==> src/rtl/swd_pkg.sv <==
// Shared constants and the phase encoding of the debug-link host.
// Assumes a fixed 32-bit data word, as the link protocol defines it.
package swd_pkg;
    localparam int WORD_W  = 32;
    localparam int FRAME_W = WORD_W + 1;   // data word plus parity bit
    localparam int HDR_W   = 8;
    localparam logic [2:0] ACK_OK = 3'b001;

    typedef enum logic [2:0] {
        PH_IDLE,
        PH_HDR,
        PH_TRNACK,
        PH_RDATA,
        PH_TRN2,
        PH_WDATA,
        PH_TAIL
    } phase_e;
endpackage

==> src/rtl/swd_clk_gen.sv <==
// Debug clock generator. While run is high it toggles swclk every div+1
// clk cycles and flags the cycle in which the clock is about to rise or fall.
// Assumes div is held constant while run is high.
module swd_clk_gen #(
    parameter int DIV_W = 8
) (
    input  logic             clk,
    input  logic             rst_n,
    input  logic             run,
    input  logic [DIV_W-1:0] div,
    output logic             swclk,
    output logic             rise,
    output logic             fall
);
    logic [DIV_W-1:0] cnt_q;
    logic             swclk_q;
    logic             edge_now;

    // Half period complete in this cycle
    assign edge_now = run && (cnt_q == div);
    assign rise     = edge_now && !swclk_q;
    assign fall     = edge_now && swclk_q;
    assign swclk    = swclk_q;

    // Half-period counter and clock toggle
    always_ff @(posedge clk) begin
        if (!rst_n) begin
            cnt_q   <= '0;
            swclk_q <= 1'b0;
        end else if (!run) begin
            cnt_q   <= '0;
            swclk_q <= 1'b0;
        end else if (edge_now) begin
            cnt_q   <= '0;
            swclk_q <= ~swclk_q;
        end else begin
            cnt_q   <= cnt_q + 1'b1;
        end
    end


    half_len_chk: assert property (@(posedge clk) disable iff (!rst_n)
        run |-> (cnt_q <= div));

    idle_low_chk: assert property (@(posedge clk) disable iff (!rst_n)
        !run |-> !swclk_q);
endmodule

==> src/rtl/swd_hdr_pack.sv <==
// Builds the 8-bit request header (bit 0 goes out first) from the request nibble.
// Purely combinational.
module swd_hdr_pack (
    input  logic [3:0] req,
    output logic [7:0] hdr
);
    // Start, nibble, even parity, stop, park
    assign hdr = {1'b1, 1'b0, ^req, req, 1'b1};
endmodule

==> src/rtl/swd_seq.sv <==
// Transaction sequencer. Walks header, turnaround+acknowledge, data,
// second turnaround and idle tail, one bit per swclk period. Drives the
// line from registered state, so changes occur only at falling swclk
// edges. Samples on the rise tick. Assumes rise and fall never coincide.
module swd_seq
    import swd_pkg::*;
#(
    parameter int IDLE_W = 8,
    parameter int DIV_W  = 8
) (
    input  logic              clk,
    input  logic              rst_n,
    input  logic              start,
    input  logic [3:0]        req,
    input  logic [WORD_W-1:0] wdata,
    input  logic [1:0]        trn_sel,
    input  logic [IDLE_W-1:0] idle_cnt,
    input  logic              dummy_en,
    input  logic [DIV_W-1:0]  div,
    input  logic              swdio_in,
    input  logic              rise,
    input  logic              fall,
    output logic              run,
    output logic [DIV_W-1:0]  div_q,
    output logic              swdio_out,
    output logic              swdio_oe,
    output logic              done,
    output logic [2:0]        ack,
    output logic [WORD_W-1:0] rdata,
    output logic              par_err
);
    localparam int CNT_W = (IDLE_W > 6) ? IDLE_W : 6;
    localparam logic [CNT_W-1:0] LAST_HDR  = CNT_W'(HDR_W - 1);
    localparam logic [CNT_W-1:0] LAST_WORD = CNT_W'(FRAME_W - 1);

    phase_e             phase_q;
    logic [CNT_W-1:0]   bcnt_q;
    logic [3:0]         req_q;
    logic [WORD_W-1:0]  wdata_q;
    logic [2:0]         trn_q;
    logic [IDLE_W-1:0]  idle_q;
    logic               dph_q;
    logic [2:0]         ack_sr_q;
    logic [FRAME_W-1:0] rxsr_q;
    logic [FRAME_W-1:0] txsr_q;
    logic               ok_q;
    logic               done_q;
    logic [2:0]         ack_q;
    logic [WORD_W-1:0]  rdata_q;
    logic               par_q;
    logic [7:0]         hdr;
    logic               is_read;
    logic               ack_ok_now;
    logic [CNT_W-1:0]   trn_last;
    logic [CNT_W-1:0]   trnack_last;
    logic [CNT_W-1:0]   tail_last;

    swd_hdr_pack u_hdr (
        .req (req_q),
        .hdr (hdr)
    );

    // Derived bit-count limits for the current transaction
    assign is_read     = req_q[1];
    assign ack_ok_now  = (ack_sr_q == ACK_OK);
    assign trn_last    = CNT_W'(trn_q) - CNT_W'(1);
    assign trnack_last = CNT_W'(trn_q) + CNT_W'(2);
    assign tail_last   = CNT_W'(idle_q) - CNT_W'(1);

    // Line drive from the current phase
    always_comb begin
        swdio_oe  = 1'b0;
        swdio_out = 1'b0;
        case (phase_q)
            PH_IDLE, PH_TAIL: swdio_oe = 1'b1;
            PH_HDR: begin
                swdio_oe  = 1'b1;
                swdio_out = hdr[bcnt_q[2:0]];
            end
            PH_WDATA: begin
                swdio_oe  = 1'b1;
                swdio_out = txsr_q[0];
            end
            default: ;
        endcase
    end

    assign run     = (phase_q != PH_IDLE);
    assign done    = done_q;
    assign ack     = ack_q;
    assign rdata   = rdata_q;
    assign par_err = par_q;

    // Phase sequencing, sampling and result capture
    always_ff @(posedge clk) begin
        if (!rst_n) begin
            phase_q  <= PH_IDLE;
            bcnt_q   <= '0;
            req_q    <= '0;
            wdata_q  <= '0;
            trn_q    <= 3'd1;
            idle_q   <= '0;
            dph_q    <= 1'b0;
            div_q    <= '0;
            ack_sr_q <= '0;
            rxsr_q   <= '0;
            txsr_q   <= '0;
            ok_q     <= 1'b0;
            done_q   <= 1'b0;
            ack_q    <= '0;
            rdata_q  <= '0;
            par_q    <= 1'b0;
        end else begin
            done_q <= 1'b0;
            if (phase_q == PH_IDLE) begin
                if (start) begin
                    phase_q  <= PH_HDR;
                    bcnt_q   <= '0;
                    req_q    <= req;
                    wdata_q  <= wdata;
                    trn_q    <= {1'b0, trn_sel} + 3'd1;
                    idle_q   <= idle_cnt;
                    dph_q    <= dummy_en;
                    div_q    <= div;
                    ack_sr_q <= '0;
                    ok_q     <= 1'b0;
                    ack_q    <= '0;
                    rdata_q  <= '0;
                    par_q    <= 1'b0;
                end
            end else begin
                if (rise) begin
                    if (phase_q == PH_TRNACK)
                        ack_sr_q <= {swdio_in, ack_sr_q[2:1]};
                    if (phase_q == PH_RDATA)
                        rxsr_q <= {swdio_in, rxsr_q[FRAME_W-1:1]};
                end
                if (fall) begin
                    bcnt_q <= bcnt_q + 1'b1;
                    case (phase_q)
                        PH_HDR: begin
                            if (bcnt_q == LAST_HDR) begin
                                phase_q <= PH_TRNACK;
                                bcnt_q  <= '0;
                            end
                        end
                        PH_TRNACK: begin
                            if (bcnt_q == trnack_last) begin
                                bcnt_q <= '0;
                                ack_q  <= ack_sr_q;
                                ok_q   <= ack_ok_now;
                                txsr_q <= ack_ok_now ? {^wdata_q, wdata_q} : '0;
                                phase_q <= (ack_ok_now && is_read) ? PH_RDATA : PH_TRN2;
                            end
                        end
                        PH_RDATA: begin
                            if (bcnt_q == LAST_WORD) begin
                                bcnt_q  <= '0;
                                rdata_q <= rxsr_q[WORD_W-1:0];
                                par_q   <= ^rxsr_q;
                                phase_q <= PH_TRN2;
                            end
                        end
                        PH_TRN2: begin
                            if (bcnt_q == trn_last) begin
                                bcnt_q <= '0;
                                if (ok_q && is_read) begin
                                    if (idle_q == '0) begin
                                        phase_q <= PH_IDLE;
                                        done_q  <= 1'b1;
                                    end else begin
                                        phase_q <= PH_TAIL;
                                    end
                                end else if (!is_read && (ok_q || dph_q)) begin
                                    phase_q <= PH_WDATA;
                                end else begin
                                    phase_q <= PH_IDLE;
                                    done_q  <= 1'b1;
                                end
                            end
                        end
                        PH_WDATA: begin
                            txsr_q <= {1'b0, txsr_q[FRAME_W-1:1]};
                            if (bcnt_q == LAST_WORD) begin
                                bcnt_q <= '0;
                                if (ok_q && (idle_q != '0)) begin
                                    phase_q <= PH_TAIL;
                                end else begin
                                    phase_q <= PH_IDLE;
                                    done_q  <= 1'b1;
                                end
                            end
                        end
                        PH_TAIL: begin
                            if (bcnt_q == tail_last) begin
                                phase_q <= PH_IDLE;
                                done_q  <= 1'b1;
                            end
                        end
                        default: phase_q <= PH_IDLE;
                    endcase
                end
            end
        end
    end


    done_pulse_chk: assert property (@(posedge clk) disable iff (!rst_n)
        done_q |=> !done_q);

    result_hold_chk: assert property (@(posedge clk) disable iff (!rst_n)
        ($past(phase_q) == PH_IDLE && phase_q == PH_IDLE)
            |-> ($stable(ack_q) && $stable(rdata_q) && $stable(par_q)));

    dummy_zero_chk: assert property (@(posedge clk) disable iff (!rst_n)
        (phase_q == PH_WDATA && !ok_q) |-> !swdio_out);

    par_read_chk: assert property (@(posedge clk) disable iff (!rst_n)
        par_q |-> (is_read && ok_q));

    data_gate_chk: assert property (@(posedge clk) disable iff (!rst_n)
        (phase_q == PH_RDATA) |-> (ack_q == ACK_OK));
endmodule

==> src/rtl/swd_xfer_engine.sv <==
// Top of the debug-link host transaction engine. Joins the sequencer
// to the clock generator. Assumes swdio_in is already synchronised
// to clk by the pad logic.
module swd_xfer_engine
    import swd_pkg::*;
#(
    parameter int IDLE_W = 8,
    parameter int DIV_W  = 8
) (
    input  logic              clk,
    input  logic              rst_n,
    input  logic              start,
    input  logic [3:0]        req,
    input  logic [WORD_W-1:0] wdata,
    input  logic [1:0]        trn_sel,
    input  logic [IDLE_W-1:0] idle_cnt,
    input  logic              dummy_en,
    input  logic [DIV_W-1:0]  div,
    output logic              swclk,
    output logic              swdio_out,
    output logic              swdio_oe,
    input  logic              swdio_in,
    output logic              done,
    output logic [2:0]        ack,
    output logic [WORD_W-1:0] rdata,
    output logic              par_err
);
    logic             run;
    logic             rise;
    logic             fall;
    logic [DIV_W-1:0] div_q;

    swd_seq #(.IDLE_W(IDLE_W), .DIV_W(DIV_W)) u_seq (
        .clk       (clk),
        .rst_n     (rst_n),
        .start     (start),
        .req       (req),
        .wdata     (wdata),
        .trn_sel   (trn_sel),
        .idle_cnt  (idle_cnt),
        .dummy_en  (dummy_en),
        .div       (div),
        .swdio_in  (swdio_in),
        .rise      (rise),
        .fall      (fall),
        .run       (run),
        .div_q     (div_q),
        .swdio_out (swdio_out),
        .swdio_oe  (swdio_oe),
        .done      (done),
        .ack       (ack),
        .rdata     (rdata),
        .par_err   (par_err)
    );

    swd_clk_gen #(.DIV_W(DIV_W)) u_clk (
        .clk   (clk),
        .rst_n (rst_n),
        .run   (run),
        .div   (div_q),
        .swclk (swclk),
        .rise  (rise),
        .fall  (fall)
    );


    line_stable_chk: assert property (@(posedge clk) disable iff (!rst_n)
        (swclk && $past(swclk)) |-> ($stable(swdio_oe) && $stable(swdio_out)));
endmodule

==> config.mk <==
export PLATFORM = sky130hd
export DESIGN_NAME = swd_xfer_engine
export DESIGN_NICKNAME = d
export VERILOG_FILES = /design/src/rtl/swd_pkg.sv /design/src/rtl/swd_clk_gen.sv /design/src/rtl/swd_hdr_pack.sv /design/src/rtl/swd_seq.sv /design/src/rtl/swd_xfer_engine.sv
export SDC_FILE = /design/constraint.sdc
export NUM_CORES = 1
export LEC_CHECK = 0
export BUFFER_PORTS_ARGS = -buffer_cell sky130_fd_sc_hd__buf_2
export CAP_MARGIN = 10
export CORE_ASPECT_RATIO = 2
export CORE_MARGIN = 10
export CORE_UTILIZATION = 58
export DETAILED_ROUTE_END_ITERATION = 7
export HOLD_SLACK_MARGIN = 0.12
export PLACE_DENSITY = 0.82
export SYNTH_ARGS = -nofsm -noshare
export SYNTH_HDL_FRONTEND = slang
export SYNTH_HIERARCHICAL = 1
export SYNTH_SLANG_ARGS = --single-unit
==> constraint.sdc <==
create_clock -name clk -period 3.05 [get_ports clk]
set_input_delay 0.1525 -clock clk [delete_from_list [all_inputs] [get_ports clk]]
set_output_delay 0.1525 -clock clk [all_outputs]
set_load 0.02 [all_outputs]
# == After elaboration in Yosys (flattened, before gate mapping) ==
# Index checks and enable logic that the tools add are counted.
# op_classes
addsub,6
magnitude_cmp,1
eq_ne,21
mux,60
n_bitwise,5
n_reduce_logical,37
# op_table
operator,n
two-way mux 32 bit,5
two-way mux 3 bit,22
two-way mux 33 bit,2
one-hot mux 33 bit (2 select lines),1
two-way mux 8 bit,7
parity 33 bit,1
== test 8 bit,4
one-hot mux 8 bit (4 select lines),1
parity 32 bit,1
two-way mux 1 bit,18
one-hot mux 3 bit (6 select lines),1
adder 8 x 1 -> 8 bit (second input constant),2
nonzero test 2 bit,7
inequality test 3 x 1 -> 1 bit (second input constant),4
AND reduction 4 bit,3
== test 3 bit (second input constant),3
== test 8 x 3 -> 1 bit (second input constant),1
== test 8 x 6 -> 1 bit (second input constant),1
logical NOT 8 bit,1
AND reduction 8 bit,1
nonzero test 8 bit,1
subtractor 8 x 1 -> 8 bit (second input constant),1
logical AND 1 bit,7
== test 3 x 1 -> 1 bit (second input constant),2
21 further kinds,33
# totals
regBits,183
input_bits,59
output_inout_bits,40
elab_cells,148

# == Logic depth before layout (Yosys ltp) ==
# Gate-level depths: netlist (run 1).
# logic_depth
ltp_word,8
depth_mapped,11

# == Modules after synthesis ==
# The synthesis (run 1) kept the hierarchy.
# modules_own_cells
module,instances,cells_per_inst,area_per_inst_um2,seq_area_each_um2
swd_seq,1,970,7988.9,3483.3
swd_clk_gen,1,48,466.7,180.2
swd_hdr_pack,1,12,86.3,0.0

# == Worst setup path before layout (run 1) ==
# OpenSTA, ideal clock, no wires.
# synth_path
kind,register to register
from,register u_seq.bcnt_q[4]
to,register u_seq.txsr_q[15]
setup_time_ps,146
t_arrival_ps,2401
required_ps,2904
setup_slack_ps,503
stages_incl_launch_ff,9
n_path_buf,3
synth_period_minus_slack_ps,2547
cell_sequence,dfxtp_1 > buf_6 > or4_4 > or4_4 > or4_4 > buf_6 > nand2_8 > buf_4 > a211oi_2
# synth_between
elab_chain_len,3
# synth_rtl
element,line_no,source
"start, declared",swd_seq.sv:37,logic [CNT_W-1:0] bcnt_q;
"start signal, assigned",swd_seq.sv:139,bcnt_q <= bcnt_q + 1'b1;
== test 8 bit,swd_seq.sv:148,if (bcnt_q == trnack_last) begin
inequality test 2 bit (no line),-,
AND reduction 4 bit (no line),-,
"end signal, assigned",swd_seq.sv:152,"txsr_q <= ack_ok_now ? {^wdata_q, wdata_q} : '0;"
"end signal, assigned",swd_seq.sv:183,"txsr_q <= {1'b0, txsr_q[FRAME_W-1:1]};"
"end, declared",swd_seq.sv:45,logic [FRAME_W-1:0] txsr_q;
# Every way passes these cells.
# A chain may end at the register's enable or synchronous reset.

# == Worst setup path after layout (run 1) ==
# layout_path
from,register u_seq.trn_q[1]
to,register u_seq.txsr_q[4]
# layout_between
elab_chain_len,4
# layout_rtl
element,line_no,source
"start, declared",swd_seq.sv:40,logic [2:0] trn_q;
"start signal, assigned",swd_seq.sv:121,"trn_q <= {1'b0, trn_sel} + 3'd1;"
adder 3 x 2 -> 4 bit,swd_seq.sv:67,assign trnack_last = CNT_W'(trn_q) + CNT_W'(2);
== test 8 bit,swd_seq.sv:148,
inequality test 2 bit (no line),-,
AND reduction 4 bit (no line),-,
# Every way passes these cells.

==> results.ini, run 1 <==
[layout]
layout.cells.most_common_list=239 x nand2_1, 183 x dfxtp_1, 132 x a21oi_1, 98 x buf_2, 78 x xnor2_1
drive_gt1_frac=0.173
final_util=0.708
syn_to_final_growth_pct=19.5
n_fill_cell=1145
final_common_cell=nand2_1
fin_cells=1345
finish.net_count=1208

[timing]
max_freq_mhz=344
period_needed_ps=2910
maxSlewViolCount=0
hold-worst-slack_ps=220
grt_setup_unrepaired=no
final.period_utilization=0.954
setup_viol_count_final=0
maxSlewHeadroom=0.446
setup_total_negative_slack_ps=0
measured_slew_at_the_worst_slew_check_pin_ps=831
timing.clock.skew_ps=10.8
finalHoldViolCount=0

[setup_path]
cp_max_fo=32
r2r-end=u_seq/txsr_q[4]$_SDFFE_PN0P_
beginning_of_the_worst_register_to_register_path=u_seq/trn_q[1]$_SDFFE_PN0P_
critical-path-max-stage-delay_ps=610
worst_setup_path_end_kind=register
critical_path_required_ps=3330
chain_of_cells_forming_the_critical_path=inv_1, ha_1, xor2_1, or4_4, or4_4, nand2_4, a211oi_1
crit_type=reg2reg
rrSetupSlack_ps=140
rr_worst_depth=7
arrival_ps=3190
crit_top_cell=or4_4
critPathLaunchType=register
critical_path.slowest_cell=or4_4

[global_routing]
globalRoute.totalOverflow=0
first_pass_grt_wire_length_um=34900
antenna_found_initial=1
grt_pass1_vias=7341
total_routing_usage_gr=0.207
grt_start_max_net_pins=164

[hold_path]
min-delay-path-class=in2reg
whs_endpoint=u_seq/bcnt_q[0]$_SDFFE_PN0P_
holdPathStages=5
min-delay-start=start

[yosys]
async_flop_share=0
synth_top_cell_area_share=0.429
synth_top_cells_by_area=dfxtp_1 43%, nand2_1 11%, xnor2_1 8.0%
yosys_warning_count=6
postSynthCellCount=1030
synth-edff-count=0
synth.yosys.seq_area_share=0.429
avgSynthCellArea_um2=8.29
ys_seq_elements=183
synth_top_cell_by_area=dfxtp_1
mappedNetlistArea_um2=8540
synth_top_flop_cell=dfxtp_1
synth_cell_types=54

[pwr]
share_seq_of_total_power=0.391
p_switching_uw=2470
leakage_uw=0.00366
power.ir.vdd_worst_v=0.000467
switching_share=0.354
internal_power_uw=4510
share_clk_of_total_power=0.312
powerDensity_nw_per_um2=684
pwr-share-comb=0.297

[detailed_routing]
starting_drt_drc_count=594
vias_per_cell=5.66
drcViolationCount=0
dr_total_vias=7607
wire_per_inst_um=16.3
detail-route-antenna-nets=0
routed_wl_um=22000
drt_pre_antenna_iters=5

[placed_design]
dp_hpwl_um=13700
io_buffer_count=98
place_inst=1252
globalplace.congestion=0.927

[floorplan]
placeable_area_um2=14400
starting_utilization_of_the_core_area=0.592
die_x_um=106
die_h_um=192
count_of_standard_cell_rows=62
ioPinCount=99
die-area_um2=20300

[status]
status=finished clean

[clock_network]
cts_root_buf=clkbuf_16
cts.path.max_buffers=2
depth_of_the_cts_h_tree=4
clkLatencyLatePin_ps=440
worst_setup_hold_path_clk_slew_ps=80
tritoncts=built
cts_sinks=183
tritoncts.num_buffers=17
post_cts_resize_count=0

[run]
maxCapViolations=0

## final cells by class
cell class | count | area, µm² | share of cell area
Multi-Input combinational cell | 753 | 4460 | 0.437
Clock buffer | 17 | 425 | 0.0417
Antenna cell | 1 | 2.50 | 0.000245
Sequential cell | 183 | 3660 | 0.359
Timing Repair Buffer | 173 | 1220 | 0.119
Inverter | 11 | 43.8 | 0.00429
Tap cell | 192 | 240 | 0.0235
Clock inverter | 15 | 153 | 0.0149
## through the flow
step	area (µm²)	setup slack, ps	total power (µW)
global placement	9020	286	4700
global route	10200	26.3	7310
detailed placement	9020	155	4750
finish	10200	140	6980
CTS	10200	139	6980
floorplan	8550	503	4280
## timing repair
item | CTS | global route
setup buffers | 0 | 0
endpoints found under the setup margin | 0 | 10
hold buffers | 58 | 0
endpoints found under the hold margin | 58 | 0
## state kept, by name, indices dropped and copies added (netlist names), 3 cells and up
name / count
u_clk/cnt_q: 8
u_seq/div_q: 8
u_seq/req_q: 4
u_seq/wdata_q: 32
u_seq/bcnt_q: 8
u_seq/trn_q: 3
u_seq/phase_q: 3
u_seq/rdata: 32
u_seq/ack_sr_q: 3
u_seq/rxsr_q: 33
u_seq/txsr_q: 33
u_seq/ack: 3
u_seq/idle_q: 8
## worst max-delay path: cells and delay by family (launching register included)
kind | cells | cell delay [ps]
AO/OA/AOI/OAI | 1 | 140
XOR/XNOR | 1 | 150
adder cells (fa/ha/maj) | 1 | 310
buffers and inverters | 1 | 110
flip-flops | 1 | 400
AND/OR/NAND/NOR | 3 | 1640
## power groups by stage
stage | Combinational (µW) | Clock [µW] | Sequential [µW]
final | 2070 | 2180 | 2730
after global routing | 2260 | 2300 | 2750
after CTS | 2040 | 2210 | 2730
after detailed placement | 1970 | 0 | 2780
after global placement | 1920 | 0 | 2780
after floorplan | 1540 | 0 | 2740
## kinds of logic after synthesis
logic type      after synthesis  share of synthesized area
compound gates              233                      0.186
xor+xnor                    102                      0.106
fa+ha+maj                    10                     0.0146
buf+inv                      96                     0.0524
flops                       183                      0.429
mux                           4                    0.00762
other cells                   2                   0.000879
simple gates                400                      0.203
## worst max-delay path by stage
stage	from	end	slack [ps]	cells after the start
finish	u_seq/trn_q[1]$_SDFFE_PN0P_	u_seq/txsr_q[4]$_SDFFE_PN0P_	140	7
global route	u_seq/trn_q[1]$_SDFFE_PN0P_	u_seq/txsr_q[3]$_SDFFE_PN0P_	30	7
CTS	u_seq/trn_q[1]$_SDFFE_PN0P_	u_seq/txsr_q[25]$_SDFFE_PN0P_	140	8
detailed placement	u_seq/trn_q[1]$_SDFFE_PN0P_	u_seq/txsr_q[4]$_SDFFE_PN0P_	160	8
global placement	u_seq/trn_q[1]$_SDFFE_PN0P_	u_seq/txsr_q[11]$_SDFFE_PN0P_	290	8
floorplan	u_seq/bcnt_q[4]$_SDFFE_PN0P_	u_seq/txsr_q[15]$_SDFFE_PN0P_	500	8
## cells in the mapped netlist, types with 3 or more instances
cell type	count
a211oi_2	29
a21o_1	3
o21ai_0	9
clkbuf_1	61
nand4_1	4
nor2b_1	3
and2_1	3
o21bai_1	3
nand3b_1	4
or4_4	3
dfxtp_1	183
ha_1	10
or3_1	4
buf_1	8
nor3_1	13
nor2_1	56
and3_1	4
nand2_1	240
buf_8	3
nand3_1	52
xnor2_1	78
nor3b_1	3
inv_1	11
buf_4	10
xor2_1	23
a211oi_1	7
a32oi_1	4
a21oi_1	132
a22oi_1	32
nor4_1	3
## layer usage
layer,wire length (µm),GRT usage
met1,8410,0.218
met2,11900,0.385
met4,593,0.0880
met5,0,0
met3,1010,0.0423
Note: power is estimated with default switching activity, not from simulation.
==> inputs of run 2 (changes only) <==
CORE_UTILIZATION = 63   (was 58)
PLACE_DENSITY = 0.88   (was 0.82)
SKIP_CTS_REPAIR_TIMING = 1   (was unset)
clock period = 3.5 ns   (was 3.05 ns; I/O delays follow)
==> results.ini, run 2 (synthesis results as in run 1) <==
[clock_network]
cts.path.max_buffers=2  ; unchanged
tritoncts.num_buffers=17  ; unchanged
cts_root_buf=clkbuf_16
tritoncts=built
worst_setup_hold_path_clk_slew_ps=70  ; about the same
depth_of_the_cts_h_tree=4  ; unchanged
clkLatencyLatePin_ps=420  ; -20 ps
cts_sinks=183  ; unchanged

[global_routing]
antenna_found_initial=1  ; unchanged
most_congested_layer_reported_by_global_routing=met2
globalRoute.totalOverflow=0  ; unchanged
met1_usage=0.226  ; +0.00759
groute.layer.met2.usage=0.405  ; +0.0206
globalRouteMet3Util=0.0488  ; +0.00647
grt_pass1_vias=6910  ; -5.9%
grt_start_max_net_pins=99  ; -40%
total_routing_usage_gr=0.217  ; +0.00991
first_pass_grt_wire_length_um=33200  ; -5.0%

[run]
maxCapViolations=0  ; unchanged

[timing]
grt_setup_unrepaired=no
finalHoldViolCount=0  ; unchanged
final.period_utilization=0.863  ; -0.0914
timing.clock.skew_ps=11.8  ; +1.03 ps
measured_slew_at_the_worst_slew_check_pin_ps=1080  ; +244 ps
period_needed_ps=3020  ; +109 ps
setup_total_negative_slack_ps=0  ; unchanged
maxSlewViolCount=0  ; unchanged
maxSlewHeadroom=0.283  ; -0.163
max_freq_mhz=331  ; -3.6%
setup_viol_count_final=0  ; unchanged

[floorplan]
die_h_um=185  ; -3.6%
ioPinCount=99  ; unchanged
placeable_area_um2=13400  ; -7.4%
starting_utilization_of_the_core_area=0.639  ; +0.0472
die-area_um2=18900  ; -6.8%
count_of_standard_cell_rows=60  ; -3.2%
die_x_um=102  ; -3.3%

[layout]
layout.cells.most_common_list=239 x nand2_1, 183 x dfxtp_1, 132 x a21oi_1, 98 x buf_2, 78 x xnor2_1
final_common_cell=nand2_1
layout_top_registers=u_seq/rxsr_q x33, u_seq/txsr_q x33
regArea_um2=3660  ; unchanged
finish.net_count=1199  ; -0.75%
final_util=0.754  ; +0.0466
syn_to_final_growth_pct=18.0
n_fill_cell=946  ; -17%
drive_gt1_frac=0.168  ; -0.00476
multi_input_comb_area_um2=4450  ; -0.25%

[detailed_routing]
vias_per_cell=5.89  ; +4.1%
dr_total_vias=7650  ; +0.57%
detail-route-antenna-nets=0  ; unchanged
routed_wl_um=22100  ; +0.84%
wire_per_inst_um=17.0  ; +4.4%
starting_drt_drc_count=595  ; +0.17%
drcViolationCount=0  ; unchanged
drt_pre_antenna_iters=5  ; unchanged

[setup_path]
critPathLaunchType=register
crit_type=reg2reg
arrival_ps=3350  ; +160 ps
worst_setup_path_end_kind=register
critical_path_required_ps=3830  ; +500 ps
cp_max_fo=64  ; +100%

[status]
status=finished clean

[pwr]
leakage_uw=0.00360  ; -1.6%
powerDensity_nw_per_um2=601  ; -12%
power.ir.vdd_worst_v=0.000546  ; +17%

[placed_design]
dp_hpwl_um=13700  ; -0.17%
io_buffer_count=98  ; unchanged
globalplace.congestion=0.910  ; -1.8%

[hold_path]
min-delay-path-class=in2reg

-- run 2: changes by cell type in the layout (fill, tap and decap cells not counted), sizes merged --
cell,delta
buf,-6
clkinvlp,+1
bufinv,-1
nand2,-1
clkinv,+4
inv,-4
dlygate4sd3,-2
-- run 2: per-layer routing --
layer	up-vias	wire, µm	part of all wire
li1	3681	-	-
met1	3698	8170	0.37
met5	-	0	0
met3	49	1010	0.046
met4	0	589	0.027
met2	222	12400	0.56
-- run 2: final timing paths --
path                                    to                    startpoint  slack [ps]  cells past startpoint
max          u_seq/txsr_q[16]$_SDFFE_PN0P_   u_seq/trn_q[2]$_SDFFE_PN0P_         480                      8
min            u_seq/trn_q[1]$_SDFFE_PN0P_                    trn_sel[1]         120                      4
max reg2reg  u_seq/txsr_q[16]$_SDFFE_PN0P_   u_seq/trn_q[2]$_SDFFE_PN0P_         480                      8
min reg2reg   u_seq/rdata[11]$_SDFFE_PN0P_  u_seq/rdata[11]$_SDFFE_PN0P_         460                      2
-- run 2: layout make-up --
cell class              count  area share
flip-flops and latches    183       0.363
well taps                 155      0.0192
multi-input cells         752       0.442
clock buffers              17      0.0422
repair buffers            165       0.112
inverters                  11     0.00434
clock inverters            15      0.0163
diodes                      1    0.000248
-- run 2: where the power goes --
group / switching (µW) / internal, µW
clock network: 922 / 955
registers: 154 / 2230
logic: 1120 / 679
-- run 2: through the flow --
| stage | total power, µW | instance area, µm² | setup slack [ps] | hold slack (ps) | std cells |
|---|---|---|---|---|---|
| 4_1_cts | 5980 | 9520 | 529 | -33.2 | 1242 |
| 3_3_place_gp | 4070 | 8930 | 721 | 416 | 1210 |
| 2_1_floorplan | 3730 | 8550 | 953 | 309 | 1031 |
| 5_1_grt | 6330 | 10100 | 403 | 143 | 1299 |
| 3_5_place_dp | 4100 | 8930 | 623 | 421 | 1210 |
| 6_report | 6060 | 10100 | 481 | 119 | 1299 |
-- run 2: critical path, cell delays in order, from the launching register on --
cell and delay (ps):
dfxtp_1 420, inv_1 100, ha_1 290, xor2_1 150, or4_4 580, or4_4 580
nand2_8 370, nor2_1 150, a211oi_2 250
==> inputs of run 3 (changes only) <==
CELL_PAD_IN_SITES_DETAIL_PLACEMENT = 1   (was unset)
CELL_PAD_IN_SITES_GLOBAL_PLACEMENT = 1   (was unset)
CORE_UTILIZATION = 47   (was 63)
==> results.ini, run 3 (synthesis results as in run 1) <==
[layout]
layout.cells.most_common_list=239 x nand2_1, 183 x dfxtp_1, 132 x a21oi_1, 98 x buf_2, 78 x xnor2_1
layout_top_registers=u_seq/rxsr_q x33, u_seq/txsr_q x33
finish.net_count=1198  ; -0.083%
syn_to_final_growth_pct=19.0
drive_gt1_frac=0.167  ; -0.00146
final_common_cell=nand2_1

[setup_path]
critPathLaunchType=register
cp.buffers_inverters=1  ; unchanged
arrival_ps=3530  ; +180 ps
chain_of_cells_forming_the_critical_path=nor3_1, inv_1, and3_1, nand2_1, or4_4, nand2_8, nor2_1, a211oi_2
critPathTopFamily=simple AND/OR/NAND/NOR gates
rr_worst_depth=8  ; unchanged
critical_path_required_ps=3820  ; about the same
worst_setup_path_end_kind=register
path_depth=8  ; unchanged
rrSetupSlack_ps=290  ; -190 ps
critical_path.startpoint=u_seq/phase_q[1]$_SDFFE_PN0P_
crit_type=reg2reg
beginning_of_the_worst_register_to_register_path=u_seq/phase_q[1]$_SDFFE_PN0P_
r2r-end=u_seq/txsr_q[27]$_SDFFE_PN0P_
critical-path-max-stage-delay_ps=750  ; +170 ps
cp_max_fo=64  ; unchanged
critical_path.slowest_cell=dfxtp_1

[detailed_routing]
drt-met1-wl_um=9900  ; +21%
detail-route-antenna-nets=0  ; unchanged
detailroute.wirelength.met2_um=14800  ; +19%
highest_layer=met4
route.met3.wl_um=723  ; -29%
vias_per_cell=5.66  ; -4.0%
routed_wl_um=26400  ; +19%
starting_drt_drc_count=370  ; -38%
drcViolationCount=0  ; unchanged
dr_total_vias=7669  ; +0.25%
wire_per_inst_um=19.5  ; +14%
drt_pre_antenna_iters=5  ; unchanged

[pwr]
power.ir.vdd_worst_v=0.000346  ; -37%
share_seq_of_total_power=0.387  ; -0.007
powerDensity_nw_per_um2=615  ; +2.3%
internal_power_uw=4040  ; +4.5%
leakage_uw=0.00362  ; +0.34%
p_switching_uw=2210  ; +0.97%
switching_share=0.354  ; -0.00792
share_clk_of_total_power=0.324  ; +0.014
pwr-share-comb=0.290  ; -0.006

[timing]
maxSlewViolCount=0  ; unchanged
setup_viol_count_final=0  ; unchanged
setup_total_negative_slack_ps=0  ; unchanged
maxSlewHeadroom=0.365  ; +0.0826
timing.clock.skew_ps=9.70  ; -2.08 ps
finalHoldViolCount=0  ; unchanged
measured_slew_at_the_worst_slew_check_pin_ps=952  ; -123 ps
setup_slack_ps=291  ; -189 ps
hold-worst-slack_ps=128  ; +9.09 ps
period_needed_ps=3210  ; +189 ps
final.period_utilization=0.917  ; +0.0541
max_freq_mhz=312  ; -5.9%
grt_setup_unrepaired=no

[clock_network]
cts_root_buf=clkbuf_16
cts_sinks=183  ; unchanged
depth_of_the_cts_h_tree=4  ; unchanged
clkLatencyLatePin_ps=430  ; about the same
tritoncts.num_buffers=17  ; unchanged
worst_setup_hold_path_clk_slew_ps=80  ; about the same
tritoncts=built
cts.path.max_buffers=2  ; unchanged

[global_routing]
grt_start_max_net_pins=164  ; +66%
first_pass_grt_wire_length_um=38500  ; +16%
antenna_found_initial=2  ; +1
total_routing_usage_gr=0.192  ; -0.0244
grt_pass1_vias=7778  ; +13%
globalRoute.totalOverflow=0  ; unchanged

[floorplan]
die_x_um=115  ; +13%
die_h_um=211  ; +14%
placeable_area_um2=17800  ; +33%
count_of_standard_cell_rows=69  ; +15%
die-area_um2=24300  ; +29%
ioPinCount=99  ; unchanged
starting_utilization_of_the_core_area=0.480  ; -0.159

[run]
maxCapViolations=0  ; unchanged

[hold_path]
whs_endpoint=u_seq/trn_q[0]$_SDFFE_PN1P_
min-delay-start=rst_n
min-delay-path-class=in2reg
holdPathStages=2  ; -2

[placed_design]
globalplace.congestion=0.831  ; -8.6%
dp_hpwl_um=15700  ; +15%
worst_setup_slack_post_dpl_ps=528  ; -95.0 ps
io_buffer_count=98  ; unchanged

[status]
status=finished clean

-- run 3: area by class of cell --
class | count | area (µm²)
tap | 213 | 267
antenna | 2 | 5.00
clock inverter | 13 | 170
inverter | 11 | 43.8
clock buffer | 18 | 429
fill | 2103 | 7620
multi-input combinational | 752 | 4450
sequential | 183 | 3660
timing repair buffer | 164 | 1140
-- run 3: routing by layer --
layer,track usage,vias up
li1,-,3666
met1,0.202,3799
met2,0.364,149
met3,0.0316,55
met4,0.0725,0
met5,0,-
-- run 3: power by group through the flow --
| stage | clock (µW) | sequential (µW) | combinational, µW |
|---|---|---|---|
| after global placement | 0 | 2450 | 1640 |
| after floorplan | 0 | 2390 | 1350 |
| after CTS | 2030 | 2410 | 1740 |
| after global routing | 2130 | 2440 | 1990 |
| final | 2020 | 2420 | 1810 |
| after detailed placement | 0 | 2460 | 1700 |
-- run 3: per-stage QoR --
step,util,cells,instance area (µm²),total power [µW]
floorplan,-,1031,8550,3730
global route,0.572,1356,10200,6560
global placement,0.507,1268,9010,4090
detailed placement,0.507,1268,9010,4160
CTS,0.540,1299,9610,6180
finish,0.572,1356,10200,6260
-- run 3: how the worst max path moves through the flow --
stage                     slack (ps)                            end
after floorplan                  950  u_seq/txsr_q[15]$_SDFFE_PN0P_
after CTS                        430  u_seq/txsr_q[27]$_SDFFE_PN0P_
after global routing              90  u_seq/txsr_q[27]$_SDFFE_PN0P_
final                            290  u_seq/txsr_q[27]$_SDFFE_PN0P_
after global placement           700  u_seq/txsr_q[11]$_SDFFE_PN0P_
after detailed placement         530   u_seq/txsr_q[9]$_SDFFE_PN0P_
